## src/rtl/satarith_pkg.sv

```systemverilog
package satarith_pkg;

    typedef enum logic [1:0] {
        OP_ADD  = 2'd0,
        OP_SUB  = 2'd1,
        OP_RSUB = 2'd2
    } op_e;

    typedef enum logic [1:0] {
        SRC_REG   = 2'd0,
        SRC_SHORT = 2'd1,
        SRC_LONG  = 2'd2
    } src_e;

    typedef struct packed {
        logic cy;
        logic ov;
        logic s;
        logic z;
        logic sat;
    } flags_t;

endpackage

```

## src/rtl/satarith_opsel.sv

```systemverilog
module satarith_opsel
    import satarith_pkg::*;
#(
    parameter int W  = 32,
    parameter int SW = 5,
    parameter int LW = 16
) (
    input  logic [1:0]    src_sel,
    input  logic [W-1:0]  reg_val,
    input  logic [SW-1:0] imm_s,
    input  logic [LW-1:0] imm_l,
    output logic [W-1:0]  operand
);
    localparam int SEXT_S = W - SW;
    localparam int SEXT_L = W - LW;

    logic [W-1:0] short_ext;
    logic [W-1:0] long_ext;

    assign short_ext = {{SEXT_S{imm_s[SW-1]}}, imm_s};
    assign long_ext  = {{SEXT_L{imm_l[LW-1]}}, imm_l};

    always_comb begin
        case (src_e'(src_sel))
            SRC_SHORT: operand = short_ext;
            SRC_LONG:  operand = long_ext;
            default:   operand = reg_val;
        endcase
    end
endmodule

```

## src/rtl/satarith_core.sv

```systemverilog
module satarith_core
    import satarith_pkg::*;
#(
    parameter int W = 32
) (
    input  logic [1:0]   op_sel,
    input  logic [W-1:0] dst,
    input  logic [W-1:0] src,
    output logic [W-1:0] clamped,
    output logic         carry,
    output logic         overflow
);
    localparam logic [W-1:0] MAX_POS = {1'b0, {(W-1){1'b1}}};
    localparam logic [W-1:0] MAX_NEG = {1'b1, {(W-1){1'b0}}};

    logic [W-1:0] lhs;
    logic [W-1:0] rhs;
    logic         is_sub;
    logic [W:0]   wide_s;
    logic [W:0]   wide_u;

    // Pick minuend/subtrahend ordering from the operation code
    always_comb begin
        case (op_e'(op_sel))
            OP_SUB: begin
                lhs    = dst;
                rhs    = src;
                is_sub = 1'b1;
            end
            OP_RSUB: begin
                lhs    = src;
                rhs    = dst;
                is_sub = 1'b1;
            end
            default: begin
                lhs    = dst;
                rhs    = src;
                is_sub = 1'b0;
            end
        endcase
    end

    // One extra bit holds the exact signed and unsigned outcomes
    always_comb begin
        if (is_sub) begin
            wide_s = {lhs[W-1], lhs} - {rhs[W-1], rhs};
            wide_u = {1'b0, lhs} - {1'b0, rhs};
        end else begin
            wide_s = {lhs[W-1], lhs} + {rhs[W-1], rhs};
            wide_u = {1'b0, lhs} + {1'b0, rhs};
        end
    end

    assign overflow = wide_s[W] ^ wide_s[W-1];
    assign carry    = wide_u[W];

    always_comb begin
        if (!overflow)
            clamped = wide_s[W-1:0];
        else if (wide_s[W])
            clamped = MAX_NEG;
        else
            clamped = MAX_POS;
    end
endmodule

```

## src/rtl/satarith_unit.sv

```systemverilog
module satarith_unit
    import satarith_pkg::*;
#(
    parameter int W  = 32,
    parameter int SW = 5,
    parameter int LW = 16
) (
    input  logic          clk,
    input  logic          rst_n,
    input  logic          op_valid,
    input  logic [1:0]    op_sel,
    input  logic [1:0]    src_sel,
    input  logic [W-1:0]  dst_val,
    input  logic [W-1:0]  src_val,
    input  logic [SW-1:0] imm_short,
    input  logic [LW-1:0] imm_long,
    input  logic          sat_clr,
    output logic [W-1:0]  result,
    output logic          res_valid,
    output logic          flag_cy,
    output logic          flag_ov,
    output logic          flag_s,
    output logic          flag_z,
    output logic          flag_sat
);
    typedef struct packed {
        logic [W-1:0] res;
        flags_t       flg;
        logic         vld;
    } state_t;

    state_t       st_d;
    state_t       st_q;
    logic [W-1:0] operand;
    logic [W-1:0] core_res;
    logic         core_cy;
    logic         core_ov;

    satarith_opsel #(.W(W), .SW(SW), .LW(LW)) u_opsel (
        .src_sel (src_sel),
        .reg_val (src_val),
        .imm_s   (imm_short),
        .imm_l   (imm_long),
        .operand (operand)
    );

    satarith_core #(.W(W)) u_core (
        .op_sel   (op_sel),
        .dst      (dst_val),
        .src      (operand),
        .clamped  (core_res),
        .carry    (core_cy),
        .overflow (core_ov)
    );

    always_comb begin
        st_d     = st_q;
        st_d.vld = op_valid;
        if (op_valid) begin
            st_d.res    = core_res;
            st_d.flg.cy = core_cy;
            st_d.flg.ov = core_ov;
            st_d.flg.s  = core_res[W-1];
            st_d.flg.z  = (core_res == '0);
        end
        // A clamp this cycle wins over a clear request
        if (op_valid && core_ov)
            st_d.flg.sat = 1'b1;
        else if (sat_clr)
            st_d.flg.sat = 1'b0;
    end

    always_ff @(posedge clk or negedge rst_n) begin
        if (!rst_n)
            st_q <= '0;
        else
            st_q <= st_d;
    end

    assign result    = st_q.res;
    assign res_valid = st_q.vld;
    assign flag_cy   = st_q.flg.cy;
    assign flag_ov   = st_q.flg.ov;
    assign flag_s    = st_q.flg.s;
    assign flag_z    = st_q.flg.z;
    assign flag_sat  = st_q.flg.sat;
endmodule

```

## config.mk

```make
export PLATFORM = sky130hd
export DESIGN_NAME = satarith_unit
export DESIGN_NICKNAME = d
export VERILOG_FILES = /design/src/rtl/satarith_pkg.sv /design/src/rtl/satarith_opsel.sv /design/src/rtl/satarith_core.sv /design/src/rtl/satarith_unit.sv
export SDC_FILE = /design/constraint.sdc
export NUM_CORES = 1
export LEC_CHECK = 0
export ABC_AREA = 1
export CAP_MARGIN = 0
export CELL_PAD_IN_SITES_DETAIL_PLACEMENT = 0
export CELL_PAD_IN_SITES_GLOBAL_PLACEMENT = 2
export CORE_ASPECT_RATIO = 0.75
export CORE_MARGIN = 10
export CORE_UTILIZATION = 26
export CTS_CLUSTER_SIZE = 10
export DETAILED_ROUTE_END_ITERATION = 12
export PLACE_DENSITY = 0.77
export SKIP_LAST_GASP = 1
export SLEW_MARGIN = 20
export SYNTH_ARGS = -nofsm -noshare
export SYNTH_HDL_FRONTEND = slang
export SYNTH_HIERARCHICAL = 1
export SYNTH_SLANG_ARGS = --single-unit
```

## constraint.sdc

```tcl
create_clock -name clk -period 0.8 [get_ports clk]
set_clock_uncertainty 0.1 [all_clocks]
set_input_delay 0.16 -clock clk [delete_from_list [all_inputs] [get_ports clk]]
set_output_delay 0.16 -clock clk [all_outputs]
set_load 0.005 [all_outputs]
```

Yosys cells after proc, flatten, opt, wreduce, memory -nomap -nowiden:

Cells that the tools add are included.

* output and inout port bits: 38
* input bits: 93
* word-level logic and storage cells: 30
* flip-flop bits (word level): 38

* reduce and logical (&&, ||, !) cells: 4
* add/subtract/negate cells: 4
* eq/ne operators: 4
* bitwise gates (word level): 1
* multiplexer cells: 10

Operator list (count)
* 32-bit 2-to-1 mux: 4
* 32-bit by 32-bit adder with 33-bit output: 2
* 33-bit 2-to-1 mux: 2
* 32-bit by 32-bit subtractor with 33-bit output: 2
* 32-bit one-hot mux with 2 select lines: 1
* 32-bit zero test: 1
* 2-bit by 1-bit == test with 1-bit output (second input constant): 2
* 2-bit == test (second input constant): 2
* 1-bit 2-to-1 mux: 3
* 2-bit nonzero test: 1
* 2-bit OR reduction: 1
* 1-bit logical AND: 1
* 1-bit XOR: 1

Logic depth before layout (Yosys ltp):

* depth in word-level cells: 8
* gate-level depth with buffers: 43
* mapped depth without buffers: 40

Cells and area by module:

Netlist, hierarchy kept.

Modules (own cells, without submodules)
* satarith_core: instances 1, area each 4196.5 µm², seq. area each 0.0 µm², cells an instance 824
* satarith_unit: instances 1, area each 1516.5 µm², seq. area each 925.9 µm², cells an instance 179
* satarith_opsel: instances 1, area each 550.5 µm², seq. area each 0.0 µm², cells an instance 131

Least setup slack after synthesis:

Ideal clock, no wire load.

* path kind: input port to flip-flop
* start point: input port src_sel[0]
* end point: register st_q, in the netlist flag_z
* slack: -3.574 ns
* library setup time: 0.065 ns
* required time: 0.635 ns
* arrival: 4.209 ns
* cell stages on the path: 36
* buffers on the path: 3
* path through: inv_1 -> ha_1 -> buf_2 -> buf_2 -> nand2_1 -> nand2_1 -> o21ai_2 -> ha_1 -> nand3_1 -> nor2_2 -> nand3_2 -> inv_1 -> nand4_1 -> o21ai_1 -> o21ai_0 -> xnor2_1 -> ha_1 -> nand2_1 -> inv_1 -> nand3_1 -> nor3b_1 -> nand2_1 -> nand2_1 -> nand2_1 -> nand3_2 -> nand2_4 -> nand2_4 -> buf_6 -> o21ai_0 -> nor2_1 -> nand2_1 -> nor2_1 -> nand2_1 -> nor2_1 -> nand2_1 -> nand2_1

* word-level cells in the longest chain between the ends: 8
* elaborated cells between the ends (all ways): 12
* those cells by class: add/sub (2); eq/ne (2); mux (6); bitwise (1); reduce/logical (1)

Ends and longest elaborated chain
* from (decl): line satarith_unit.sv:12 `input logic [1:0] src_sel,`
* 2-bit == test / 2-bit by 1-bit == test with 1-bit output (equally long branches): line satarith_opsel.sv:24 `case (src_e'(src_sel))`
* 32-bit one-hot mux with 2 select lines (*): line satarith_opsel.sv:24
* via operand[0]: line satarith_unit.sv:34 `logic [W-1:0] operand;`
* 32-bit 2-to-1 mux: line satarith_core.sv:24 `case (op_e'(op_sel))`
* 32-bit by 32-bit adder with 33-bit output / 32-bit by 32-bit subtractor with 33-bit output (equally long branches): line satarith_core.sv:49, satarith_core.sv:46
* 33-bit 2-to-1 mux (*): line satarith_core.sv:45 `if (is_sub) begin`
* 32-bit 2-to-1 mux / 1-bit XOR (equally long branches): line satarith_core.sv:60, satarith_core.sv:54
* 32-bit 2-to-1 mux (*): line satarith_core.sv:58 `if (!overflow)`
* via core_res[28]: line satarith_unit.sv:35 `logic [W-1:0] core_res;`
* 32-bit zero test (*): line satarith_unit.sv:64 `st_d.flg.z = (core_res == '0);`
* to (signal assigned): line satarith_unit.sv:77 `st_q <= st_d;`
* to (decl): line satarith_unit.sv:33 `state_t st_q;`

The timed path passes the listed nets; every way through them passes the cells marked *.
A chain may end at the register's enable or synchronous reset.

Worst setup path in the final report:

* start point: input port src_sel[1]
* end point: register st_q, in the netlist flag_z

The elaborated chain is that of the path after synthesis.

==> results.md <==
Synth:
- The commonest cells after synthesis are 524 x sky130_fd_sc_hd__nand2_1, 127 x sky130_fd_sc_hd__inv_1, 79 x sky130_fd_sc_hd__nor2_1, 67 x sky130_fd_sc_hd__o21ai_0, 47 x sky130_fd_sc_hd__xor2_1.
- Sorting the synthesized cells by area gives the leading types as sky130_fd_sc_hd__nand2_1 31%, sky130_fd_sc_hd__dfrtp_1 15%, sky130_fd_sc_hd__inv_1 7.6%, sky130_fd_sc_hd__ha_1 7.0%, sky130_fd_sc_hd__xor2_1 6.6%.
- The area fraction of the dominant cell type after synthesis is 31.4%.
- The net count after synthesis is 1263.
- The number of unique standard cell types used by synthesis is 43.
- The mean instance size in the synthesized netlist is 5.52 µm².
- The synthesized design contains 0 enable-type register cells.
- By instance count, the leading cell after synthesis is sky130_fd_sc_hd__nand2_1.
- Summed over all instances, the cell type with the most area after synthesis is sky130_fd_sc_hd__nand2_1.
- The count of warnings emitted by yosys is 6.
- Among all flip-flop cells after synthesis, the most frequent one is sky130_fd_sc_hd__dfrtp_1.
- The post-synthesis cell area is 6260 µm².
- The share of the Yosys chip area taken by registers is 14.8%.
- After synthesis the netlist holds a flip-flop and latch count of 37.
- Counting every instance in the synthesized netlist gives 1134.
- The async set or reset register ratio after synthesis is 100%.

Placed design:
- The pre-CTS setup slack is -4.70 ns.
- The number of buffers added on ports is 130.
- At the end of routability-driven placement, the weighted congestion stood at 0.873.
- The HPWL reported at the end of detailed placement is 21300 µm.
- The post-placement cell area is 10100 µm².

Worst setup path:
- The critical path buffer and inverter count is 9.
- The endpoint identified for the worst register-to-register timing path is result[30].
- The critical-path maximum fanout is 7.
- The cell with the largest stage delay on the worst path is sky130_fd_sc_hd__ha_4.
- The kind of cell with the highest combined delay along the critical path is simple AND/OR/NAND/NOR gates.
- The total number of cells along the worst setup path is 40.
- The kind of end point of the critical path is a flop.
- The arrival time reported for the critical path endpoint is 4.74 ns.
- The critical path ends at flag_z.
- The worst setup path is launched from an input pin.
- The required time at the endpoint of the critical path is 0.92 ns.
- Counting cells, the worst reg-to-reg path comes to 4.
- The startpoint of the most critical setup path is src_sel[1].
- In this design, the critical path's most frequently occurring cell is sky130_fd_sc_hd__nand2_1.
- In this design, the stage delay of the slowest critical-path cell is 0.36 ns.
- In this run the critical register-to-register path is launched from result[30].
- For flop-to-flop paths, the worst setup slack is -0.16 ns.
- The class of the most critical setup path is in -> reg.

Status:
- The final reports fail on setup timing.
- The run finished, with violations left.

Job:
- The number of max-cap violations is 0.

GRT:
- After global routing, the most crowded layer is met2.
- Entering global routing, the biggest net connects 38 pins.
- The global routing met1 resource utilization is 22.1%.
- The via count of the first global-routing pass is 8326.
- The global-route usage over all layers is 16.3%.
- The initial antenna violation count is 0.
- For this run, global-route usage on met3 was measured as 1.60%.
- For this run, global-route usage on met2 was measured as 28.0%.
- The first global-routing pass estimated 41500 µm of wire.
- Summed over all layers, the global routing overflow is 0.

STA:
- Headroom to the max-slew limit came out at 72.2%.
- The final-report max-slew violation count was 0.
- Setup repair after global routing could not meet its margin everywhere.
- Across all hold checks on the routed design, the worst slack comes to 0.264 ns.
- In the finished design, the share of the clock period the worst path needs comes to 578%.
- The final worst setup slack is -3.82 ns.
- The count of endpoints failing hold in the final timing report is 0.
- The highest attainable clock frequency is 216 MHz.
- The minimum clock period is 4.62 ns.
- The number of failing setup endpoints in the final timing report is 74.
- The slew at the pin with the worst max-slew slack is 0.415 ns.

Final layout:
- For this run, the post-layout net count is 1729.
- The number of diodes is 0.
- Relative to the synthesized area, the layout overhead comes to 81.9%.
- The fraction of layout cells with a size suffix above 1 is 36.4%.
- Counting the fill cells in the layout gives 2561.
- With fillers left out, the area of the finished cells amounts to 11400 µm².

Floorplan:
- The floorplan step defined a die boundary enclosing 30800 µm².
- The number of ports placed on the die boundary is 131.
- In this run the vertical extent of the chip is 154 µm.
- The starting density of the core is 26.3%.
- The floorplan step defined a core boundary enclosing 23800 µm².
- Measured along the x axis, the die boundary spans 199 µm.
- The site row count is 49.

Clocking:
- The CTS tree is built.
- The later pin in the worst-skew pair is clocked with a latency of 0.28 ns.
- The number of clock buffers added by TritonCTS is 5.
- Counting every sink on the clock net gives 37.
- In this run the deepest clock path goes through 2 buffers.
- The cell at the root of the clock tree is sky130_fd_sc_hd__clkbuf_16.
- The H-tree depth is 2.
- The clock slew seen by the registers of the worst setup and hold paths is 0.06 ns.

Pwr:
- Total power for the finished layout comes to 27.8 mW.
- The cell leakage power is 6.20 nW.
- The largest voltage drop on the vdd net is 1.37 mV.
- The power density of the placed cells is 2440 nW/µm².

Routing:
- The DRC violations left is 0.
- Dividing the detail-routed via count by the number of cells gives 4.39.
- The detail route stage leaves a number of antenna-violating nets equal to 0.
- The final route contains 8365 vias.
- In the final routed layout, each cell accounts on average for 13.4 µm.
- The detailed-routing iteration count for the pre-antenna-repair pass is 5.
- The total wirelength of the detailed-routed design is 25600 µm.
- The detailed router's first-iteration violation count is 353.

Hold path:
- The class of the tightest hold or removal check is in -> async.
## cells in the final DEF (no fill, tap or decap), drive strengths merged, types with 7 or more instances in the layout
cell / n
xnor2: 9
xor2: 47
ha: 35
nor3: 12
buf: 404
inv: 131
nand3: 31
nor2: 85
o21bai: 7
o21ai: 89
a21oi: 40
dfrtp: 37
clkdlybuf4s50: 86
clkbuf: 8
nand4: 10
nand2: 533
## state kept, by name (all words and copies together) (netlist names)
| signal | flops |
|---|---|
| res_valid | 1 |
| flag_sat | 1 |
| flag_cy | 1 |
| flag_ov | 1 |
| flag_z | 1 |
| result | 32 |
## where the power goes
part	internal, mW	switching [mW]
logic	11.9	10.5
clock network	1.48	0.784
registers	2.72	0.429
total	16.1	11.7
## worst reg2reg max path, cell delays in order (launching register included)
cell	delay [ns]
sky130_fd_sc_hd__dfrtp_1	0.39
sky130_fd_sc_hd__buf_4	0.13
sky130_fd_sc_hd__buf_4	0.11
sky130_fd_sc_hd__nand2_1	0.06
sky130_fd_sc_hd__o21ai_2	0.05
## routing by layer
metal / vias to the layer above / routed length, µm
li1: 4467 / -
met1: 3785 / 12700
met2: 99 / 12100
met5: - / 0
met4: 0 / 157
met3: 14 / 705
## cells by family (layout without fill, tap and decap cells)
group	count (synthesis)	count (layout)	share of synthesized area (%)
AOI/OAI and AO/OA	153	153	13.5
xor gates and xnor gates	56	56	7.83
adders and majority gates	36	36	7.31
buffers and inverters	171	637	12.6
DFF	37	37	14.8
and+or+nand+nor	681	682	44.0
## area by class of cell
class	instances	area [µm²]	area share, %
well taps	306	383	3.36
repair inverters	1	6.26	0.0549
clock buffers	6	129	1.13
flip-flops and latches	37	926	8.13
inverters	131	509	4.47
clock inverters	2	38.8	0.340
repair buffers	497	4180	36.7
multi-input cells	927	5220	45.8
## worst min path at each step
stage               start          to  slack (ns)
CTS                 rst_n  result[11]        0.27
global placement    rst_n   result[7]        0.04
global route        rst_n   result[8]        0.29
detailed placement  rst_n  result[11]        0.04
finish              rst_n   result[8]        0.26
floorplan           rst_n     flag_cy       -0.24
## through the flow
| step | TNS (ns) | utilization [%] | cells |
|---|---|---|---|
| floorplan | -110.02 | - | 1134 |
| global placement | -170.37 | 42.2 | 1826 |
| detailed placement | -170.54 | 42.2 | 1826 |
| CTS | -132.45 | 45.5 | 1883 |
| global route | -148.27 | 47.8 | 1907 |
| finish | -136.92 | 47.8 | 1907 |
## timing repair
item | 4_1_cts | 5_1_grt
hold buffers | 1 | 0
pin swaps | 53 | 61
cloned | 4 | 3
hold endpoints to repair | 37 | 0
buffers inserted | 46 | 31
gates resized for setup | 263 | 96
endpoints found under the setup margin | 74 | 75
Power figures use the tool's default switching activity.
